===== src/rtl/pfs_pkg.sv =====
package pfs_pkg;

    typedef enum logic [2:0] {
        ST_NORMAL  = 3'd0,
        ST_PENDING = 3'd1,
        ST_PROT    = 3'd2,
        ST_BATT    = 3'd3,
        ST_RECOVER = 3'd4
    } pfs_state_e;

    localparam int unsigned FLAG_DESEL = 0;
    localparam int unsigned FLAG_BATT  = 1;
    localparam int unsigned NUM_FLAGS  = 2;

endpackage


===== src/rtl/pfs_flag_filter.sv =====
module pfs_flag_filter #(
    parameter int unsigned DEBOUNCE = 4
) (
    input  logic clk,
    input  logic rst_n,
    input  logic raw_i,
    output logic flag_o
);
    localparam int unsigned DW = $clog2(DEBOUNCE + 1);
    localparam logic [DW-1:0] LAST = DW'(DEBOUNCE - 1);

    typedef struct packed {
        logic          meta;
        logic          sync;
        logic          flag;
        logic [DW-1:0] run;
    } flt_t;

    flt_t r_d, r_q;

    always_comb begin
        r_d      = r_q;
        r_d.meta = raw_i;
        r_d.sync = r_q.meta;
        if (r_q.sync == r_q.flag) begin
            r_d.run = '0;
        end else if (r_q.run == LAST) begin
            r_d.flag = r_q.sync;
            r_d.run  = '0;
        end else begin
            r_d.run = r_q.run + 1'b1;
        end
    end

    always_ff @(posedge clk or negedge rst_n) begin
        if (!rst_n) r_q <= '0;
        else        r_q <= r_d;
    end

    assign flag_o = r_q.flag;
endmodule


===== src/rtl/pfs_port_gate.sv =====
module pfs_port_gate (
    input  logic protect_i,
    input  logic ce_n_i,
    input  logic oe_n_i,
    input  logic we_n_i,
    output logic ce_n_o,
    output logic oe_n_o,
    output logic we_n_o,
    output logic drive_o
);
    always_comb begin
        ce_n_o  = protect_i | ce_n_i;
        oe_n_o  = protect_i | oe_n_i;
        we_n_o  = protect_i | we_n_i;
        drive_o = !protect_i && !ce_n_i && !oe_n_i && we_n_i;
    end
endmodule


===== src/rtl/pfs_sequencer.sv =====
module pfs_sequencer #(
    parameter int unsigned DEBOUNCE   = 4,
    parameter int unsigned WP_CYCLES  = 64,
    parameter int unsigned ER_CYCLES  = 256
) (
    input  logic       clk,
    input  logic       rst_n,
    input  logic       vlow_desel_i,
    input  logic       vlow_batt_i,
    input  logic       host_ce_n,
    input  logic       host_oe_n,
    input  logic       host_we_n,
    output logic       mem_ce_n,
    output logic       mem_oe_n,
    output logic       mem_we_n,
    output logic       dq_drive_en,
    output logic       protect,
    output logic       battery_sel,
    output logic [2:0] status
);
    import pfs_pkg::*;

    localparam int unsigned MAXW = (WP_CYCLES > ER_CYCLES) ? WP_CYCLES : ER_CYCLES;
    localparam int unsigned CW   = $clog2(MAXW + 1);
    localparam logic [CW-1:0] WP_LAST = CW'(WP_CYCLES - 1);
    localparam logic [CW-1:0] ER_LAST = CW'(ER_CYCLES - 1);

    typedef struct packed {
        pfs_state_e    st;
        logic [CW-1:0] cnt;
    } seq_t;

    logic [NUM_FLAGS-1:0] raw_flags, flt_flags;
    assign raw_flags[FLAG_DESEL] = vlow_desel_i;
    assign raw_flags[FLAG_BATT]  = vlow_batt_i;

    for (genvar g = 0; g < NUM_FLAGS; g++) begin : g_flt
        pfs_flag_filter #(.DEBOUNCE(DEBOUNCE)) u_flt (
            .clk    (clk),
            .rst_n  (rst_n),
            .raw_i  (raw_flags[g]),
            .flag_o (flt_flags[g])
        );
    end

    logic desel_f, batt_f, busy;
    assign desel_f = flt_flags[FLAG_DESEL];
    assign batt_f  = flt_flags[FLAG_BATT];
    assign busy    = !host_ce_n;

    seq_t s_d, s_q;

    always_comb begin
        s_d     = s_q;
        s_d.cnt = '0;
        unique case (s_q.st)
            ST_NORMAL: begin
                if (batt_f)       s_d.st = ST_BATT;
                else if (desel_f) s_d.st = busy ? ST_PENDING : ST_PROT;
            end
            ST_PENDING: begin
                if (batt_f)                       s_d.st = ST_BATT;
                else if (!busy || s_q.cnt == WP_LAST) s_d.st = ST_PROT;
                else                              s_d.cnt = s_q.cnt + 1'b1;
            end
            ST_PROT: begin
                if (batt_f)        s_d.st = ST_BATT;
                else if (!desel_f) s_d.st = ST_RECOVER;
            end
            ST_BATT: begin
                if (!batt_f) s_d.st = ST_PROT;
            end
            ST_RECOVER: begin
                if (batt_f)                 s_d.st = ST_BATT;
                else if (desel_f)           s_d.st = ST_PROT;
                else if (s_q.cnt == ER_LAST) s_d.st = ST_NORMAL;
                else                        s_d.cnt = s_q.cnt + 1'b1;
            end
            default: s_d.st = ST_PROT;
        endcase
    end

    always_ff @(posedge clk or negedge rst_n) begin
        if (!rst_n) begin
            s_q.st  <= ST_RECOVER;
            s_q.cnt <= '0;
        end else begin
            s_q <= s_d;
        end
    end

    assign protect     = (s_q.st != ST_NORMAL) && (s_q.st != ST_PENDING);
    assign battery_sel = (s_q.st == ST_BATT);
    assign status      = s_q.st;

    pfs_port_gate u_gate (
        .protect_i (protect),
        .ce_n_i    (host_ce_n),
        .oe_n_i    (host_oe_n),
        .we_n_i    (host_we_n),
        .ce_n_o    (mem_ce_n),
        .oe_n_o    (mem_oe_n),
        .we_n_o    (mem_we_n),
        .drive_o   (dq_drive_en)
    );
endmodule


===== config.mk =====
export PLATFORM = sky130hd
export DESIGN_NAME = pfs_sequencer
export DESIGN_NICKNAME = d
export VERILOG_FILES = /design/src/rtl/pfs_pkg.sv /design/src/rtl/pfs_flag_filter.sv /design/src/rtl/pfs_port_gate.sv /design/src/rtl/pfs_sequencer.sv
export SDC_FILE = /design/constraint.sdc
export NUM_CORES = 1
export LEC_CHECK = 0
export BUFFER_PORTS_ARGS = -buffer_cell sky130_fd_sc_hd__buf_2
export CAP_MARGIN = 20
export CELL_PAD_IN_SITES_DETAIL_PLACEMENT = 0
export CELL_PAD_IN_SITES_GLOBAL_PLACEMENT = 2
export CORE_MARGIN = 4
export CORE_UTILIZATION = 34
export DETAILED_ROUTE_END_ITERATION = 10
export GPL_ROUTABILITY_DRIVEN = 0
export PLACE_DENSITY_LB_ADDON = 0.1
export SYNTH_ARGS = -nofsm -noshare
export SYNTH_HDL_FRONTEND = slang
export SYNTH_SLANG_ARGS = --single-unit

===== constraint.sdc =====
create_clock -name clk -period 4.5 [get_ports clk]
set_clock_uncertainty 0.05 [all_clocks]
set_input_delay 0.675 -clock clk [delete_from_list [all_inputs] [get_ports clk]]
set_output_delay 0.675 -clock clk [all_outputs]
set_load 0.05 [all_outputs]

==> results of run 1 <==
==> path summary, 6_finish.rpt <==
path	slack, ns	cells past startpoint	startpoint	endpoint
max	2.03	3	status[1]	dq_drive_en
min	0.28	1	rst_n	g_flt[1].u_flt.r_q[1]
max reg2reg	2.17	9	s_q[0]	status[1]
min reg2reg	0.31	0	g_flt[0].u_flt.r_d[4]	g_flt[0].u_flt.r_q[4]
max in group asynchronous	3.75	1	rst_n	status[2]
min in group clk	0.31	0	g_flt[0].u_flt.r_d[4]	g_flt[0].u_flt.r_q[4]
==> critical path: cells and delay by family (launching register included) <==
family | cells | cell delay, ns
flip-flops | 1 | 0.54
buffers and inverters | 1 | 0.29
AND/OR/NAND/NOR | 2 | 0.61
==> registers in the layout, indices dropped and copies added (netlist names) <==
name and count:
status 3, g_flt.u_flt.r_d 2, s_q 9, g_flt.u_flt.flag_o 2, g_flt.u_flt.r_q 8
==> cell type report <==
class,count,share of cell area
Clock buffer,4,0.0205
Tap cell,46,0.0450
Sequential cell,24,0.470
Inverter,3,0.00880
Multi-Input combinational cell,73,0.397
Timing Repair Buffer,15,0.0587
==> through the flow <==
step           utilization  cell area (um2)  hold WS (ns)  total power (W)  worst slack [ns]
2_1_floorplan            -             1170         0.281         0.000588              1.31
3_3_place_gp         0.376             1250         0.283         0.000627              2.23
3_5_place_dp         0.376             1250         0.288         0.000633              2.19
4_1_cts              0.384             1280         0.286         0.000729              2.00
5_1_grt              0.384             1280         0.300         0.000778              1.88
6_report             0.384             1280         0.278         0.000713              2.03
==> cell usage in the layout (no fill, tap or decap), types with 2 or more instances in the layout <==
cell      count
dfrtp_1      23
buf_2        15
nand2_1       7
nor2_1        7
nor2b_1       5
nor3b_1       5
nand3_1       5
ha_1          5
o21ai_0       4
xor2_1        4
xnor2_1       3
nor3_1        3
and2_1        3
inv_1         3
or3_1         3
clkbuf_4      3
nand4_1       2
mux2_2        2
==> cell families after synthesis <==
family | share of synthesized area
AO/OA/AOI/OAI | 0.0683
flip-flops | 0.513
multiplexers | 0.0192
AND/OR/NAND/NOR | 0.240
adder cells (fa/ha/maj) | 0.0534
buffers and inverters | 0.0534
XOR/XNOR | 0.0523
==> power by group <==
group          total (W)  internal (W)  switching (W)
Sequential      0.000328      0.000259      0.0000691
Combinational   0.000293      0.000102       0.000191
Clock          0.0000913     0.0000345      0.0000567
==> metal layers <==
metal | wire length, um | vias up
met5 | 0 | -
met2 | 923 | 23
met1 | 903 | 370
met3 | 117 | 6
li1 | - | 397
met4 | 44 | 0
==> impl_metrics.py, run 1 <==
metrics = {
    "final_layout": {
        "antenna_cells": 0,
        "final_cell_count_no_fill": 165,
        "layout.nets": 132,
        "fillCellCount": 354,
        "multi_input_area_um2": 508,
        "area_growth_pct": 9.18,
        "seqCellArea_um2": 602,
        "layout-drive-gt1-share": 0.210,
    },
    "cts": {
        "insertion_delay_ns": 0.30,
        "ctsHoldBuffers": 0,
        "clk_pin_slew_worst_paths_ns": 0.12,
        "cts_tree": "yes",
        "cts_root_buffer": "clkbuf_4",
        "cts_buffer_depth": 2,
        "clock_sinks": 24,
        "post-cts-setup-buffers": 0,
        "h-tree-depth": 1,
        "cts_buffers": 3,
        "cts_resized": 0,
    },
    "critical_path": {
        "slowest_stage": "dfrtp_1",
        "critPathMaxStageDelay_ns": 0.54,
        "crit_chain": "or3_1 > nor3b_1 > buf_2",
        "crit_required_ns": 3.77,
        "crit_type": "reg -> out",
        "crit_path_max_fanout": 14,
        "startpoint_type": "flip-flop",
        "cp.arrival_ns": 1.74,
        "crit_path_end_kind": "output pin",
    },
    "synth": {
        "postSynthAreaPerCell_um2": 10.9,
        "yosysTopAreaCell": "dfrtp_1",
        "synth_edf_count": 0,
        "ys_seq_elements": 24,
        "yosysMostFrequentCell": "dfrtp_1",
        "ys_types": 37,
        "synth_area_um2": 1170,
        "ys.warnings.count": 0,
        "synth_nets": 120,
        "yosysSeqAreaShare": 0.513,
        "postSynth.asyncResetShare": 1.00,
        "yosys_most_used_dff": "dfrtp_1",
        "synthTopCellsByArea": "dfrtp_1 (49%), ha_1 (5.3%), nor3b_1 (3.2%)",
        "syn_inst": 108,
        "post_synth_most_frequent_cells": "dfrtp_1 (23), nand2_1 (7), nor2_1 (7)",
        "yosysTopAreaCellShare": 0.491,
    },
    "outcome": {
        "run_status": "complete, no violations",
    },
    "global_routing": {
        "grt_pass1_wl_um": 3680,
        "grt_max_degree": 25,
        "met1_usage": 0.132,
        "grtUsageMet3": 0.0236,
        "busiest_layer": "met2",
        "grtUsageMet2": 0.182,
        "grt-ovfl-total": 0,
        "grt_usage": 0.111,
        "grt_pass1_vias": 827,
        "antenna_found_initial": 0,
    },
    "route": {
        "avgRoutedWirePerCell_um": 12.1,
        "ant_nets": 0,
        "drc_errors": 0,
        "num_vias": 796,
        "totalWireLength_um": 1990,
        "dr.pass1.iters": 4,
        "initialDrtViolationCount": 32,
        "viasPerCell": 4.82,
    },
    "timing": {
        "report.final.hold_viol_count": 0,
        "min_period_ns": 2.47,
        "rsz0062_at_grt": "false",
        "fin_crit_sh": 0.548,
        "setup_tns_ns": 0,
        "fmax_ghz": 0.405,
        "tightest_slew_ns": 0.525,
        "slew_viol_final": 0,
        "slew_headroom": 0.650,
        "finalSetupViolations": 0,
    },
    "placed_design": {
        "place_inst": 161,
        "dp_hpwl_um": 1490,
        "io_buffers": 15,
    },
    "power_and_ir_drop": {
        "vdd_drop_max_mv": 0.148,
        "p_leak_nw": 0.587,
        "power_density_nw_per_um2": 557,
    },
    "die": {
        "core_um2": 3340,
        "die-area_um2": 4450,
        "io_pins": 16,
        "start_util": 0.351,
        "die_width_um": 66.7,
        "rows": 21,
        "chipHeight_um": 66.7,
    },
    "job": {
        "cap_violations": 0,
    },
    "min_path": {
        "hold_path.class": "in -> async",
    },
}
Power figures use the tool's default switching activity.
==> run 2: changes to the inputs <==
- CORE_UTILIZATION: 34 -> 32
- clock period: 4.5 -> 2.21 ns (I/O delays scaled with it)
==> run 2 against run 1 <==
Against the previous run: the flow now finishes with violations (negative hold slack); clock power rose to 3.2 times the previous value; design area is 7.1% higher; power increased by 120%; clock-buffer cell count unchanged; final cell count increased by 3.6%; worst hold slack worse by 0.29 ns; combinational power rose by 120%; routed wire length rose by 5.7%; global-route usage shrank 0.60 points; critical path type is now reg -> reg; critical endpoint is now s_q[2]; highest routed layer unchanged.
==> impl_metrics.py, run 2 (same netlist as run 1, synthesis figures left out) <==
metrics = {
    "global_routing": {
        "grt-ovfl-total": 0,
        "grt_usage": 0.105,
        "grt_pass1_vias": 815,
        "grt_max_degree": 25,
        "antenna_found_initial": 0,
        "grt_pass1_wl_um": 3570,
    },
    "timing": {
        "finalSetupViolations": 0,
        "fmax_ghz": 0.489,
        "setup_tns_ns": 0,
        "slew_headroom": 0.648,
        "report.final.hold_viol_count": 23,
        "min_period_ns": 2.05,
        "slew_viol_final": 0,
        "hold_ws_ns": -0.0120,
        "fin_crit_sh": 0.926,
        "tightest_slew_ns": 0.527,
    },
    "job": {
        "cap_violations": 0,
    },
    "placed_design": {
        "dp_hpwl_um": 1630,
        "place_inst": 166,
        "io_buffers": 15,
    },
    "critical_path": {
        "crit_path_max_fanout": 7,
        "crit_chain": "ha_1 > and2_1 > nand3_1 > inv_1 > ha_1 > nor3b_2 > nand2_1 > and2_1 > buf_4 > nor2_1",
        "crit_type": "reg -> reg",
        "crit_path_end_kind": "flip-flop",
        "regToRegStartpoint": "s_q[0]",
        "crit_path_start": "s_q[0]",
        "reg2reg_depth": 10,
        "crit_required_ns": 2.35,
        "startpoint_type": "flip-flop",
        "critPathMaxStageDelay_ns": 0.43,
        "cp.arrival_ns": 2.19,
        "slowest_stage": "dfrtp_1",
        "r2r_slack_ns": 0.16,
        "rr_endpoint": "s_q[2]",
    },
    "cts": {
        "h-tree-depth": 1,
        "cts_tree": "yes",
        "ctsHoldBuffers": 0,
        "insertion_delay_ns": 0.26,
        "cts_root_buffer": "clkbuf_8",
        "cts_buffer_depth": 2,
        "clock_sinks": 24,
        "clk_pin_slew_worst_paths_ns": 0.08,
        "cts_buffers": 3,
    },
    "die": {
        "start_util": 0.341,
        "rows": 21,
        "io_pins": 16,
        "core_um2": 3440,
        "die-area_um2": 4700,
        "chipHeight_um": 68.5,
        "die_width_um": 68.5,
    },
    "final_layout": {
        "largest_reg_flops": 9,
        "layout.nets": 138,
        "antenna_cells": 0,
        "layout-drive-gt1-share": 0.280,
        "regMostFlops": "s_q",
        "final_cell_count_no_fill": 171,
        "fillCellCount": 345,
        "final_cell_mix": "dfrtp_1 (22), buf_2 (15), nand2_1 (7), nor2_1 (7), buf_4 (6)",
        "layout_commonest_cell": "dfrtp_1",
        "area_growth_pct": 17.0,
    },
    "route": {
        "initialDrtViolationCount": 27,
        "dr.pass1.iters": 4,
        "ant_nets": 0,
        "avgRoutedWirePerCell_um": 12.3,
        "drc_errors": 0,
        "num_vias": 817,
        "totalWireLength_um": 2100,
        "viasPerCell": 4.78,
    },
    "power_and_ir_drop": {
        "vdd_drop_max_mv": 0.284,
        "power_density_nw_per_um2": 1160,
        "p_leak_nw": 0.638,
    },
    "outcome": {
        "run_status": "finished with violations",
        "violations": "negative hold slack",
    },
    "min_path": {
        "hold_path.class": "in -> async",
    },
}
==> run 2: cell count changes in the layout (fill, tap and decap cells not counted), sizes merged <==
cell and change:
buf +6
==> run 2: repair_timing <==
action / in CTS / in global routing
resized for setup: 0 / 2
setup buffers: 0 / 1
endpoints found under the setup margin: 0 / 9
==> run 2: worst max path at each step <==
stage                              to  slack [ns]
after floorplan           dq_drive_en        0.07
after global routing           s_q[2]       -0.03
after global placement         s_q[1]        0.12
after detailed placement       s_q[3]        0.10
final                          s_q[2]        0.16
after CTS                      s_q[3]        0.08
==> run 2: where the power goes <==
group / total (W) / leakage, nW / internal (W) / switching, W
registers: 0.000649 / 0.308 / 0.000530 / 0.000119
clock network: 0.000288 / 0.0288 / 0.000159 / 0.000129
logic: 0.000654 / 0.302 / 0.000236 / 0.000418
==> run 2: metrics by stage <==
step,hold slack (ns),setup slack [ns],utilization,cell area [um2],total power [W]
floorplan,-0.0141,0.0726,-,1180,0.00120
global placement,0.282,0.124,0.378,1300,0.00131
detailed placement,0.288,0.100,0.378,1300,0.00131
CTS,0.00446,0.0815,0.394,1360,0.00161
global route,0.0365,-0.0316,0.398,1370,0.00171
finish,-0.0120,0.163,0.398,1370,0.00159
==> run 2: cell type report <==
type / count / area [um2] / share of cell area
Clock buffer: 4 / 55.1 / 0.0401
Inverter: 3 / 11.3 / 0.00821
Multi-Input combinational cell: 73 / 524 / 0.382
Sequential cell: 24 / 603 / 0.440
Tap cell: 46 / 57.6 / 0.0420
Timing Repair Buffer: 21 / 120 / 0.0876
==> run 2: per-layer routing <==
| layer | GRT usage | wire, um | up-vias |
|---|---|---|---|
| li1 | - | - | 408 |
| met1 | 0.118 | 931 | 386 |
| met2 | 0.182 | 1010 | 18 |
| met3 | 0.0146 | 108 | 5 |
| met4 | 0.0670 | 54 | 0 |
| met5 | 0 | 0 | - |
==> run 2: worst max-delay path, delay by kind of cell, from the launching register on <==
family                   cells  cell delay, ns
AND/OR/NAND/NOR              6            0.86
adder cells (fa/ha/maj)      2            0.44
buffers and inverters        2            0.21
flip-flops                   1            0.43
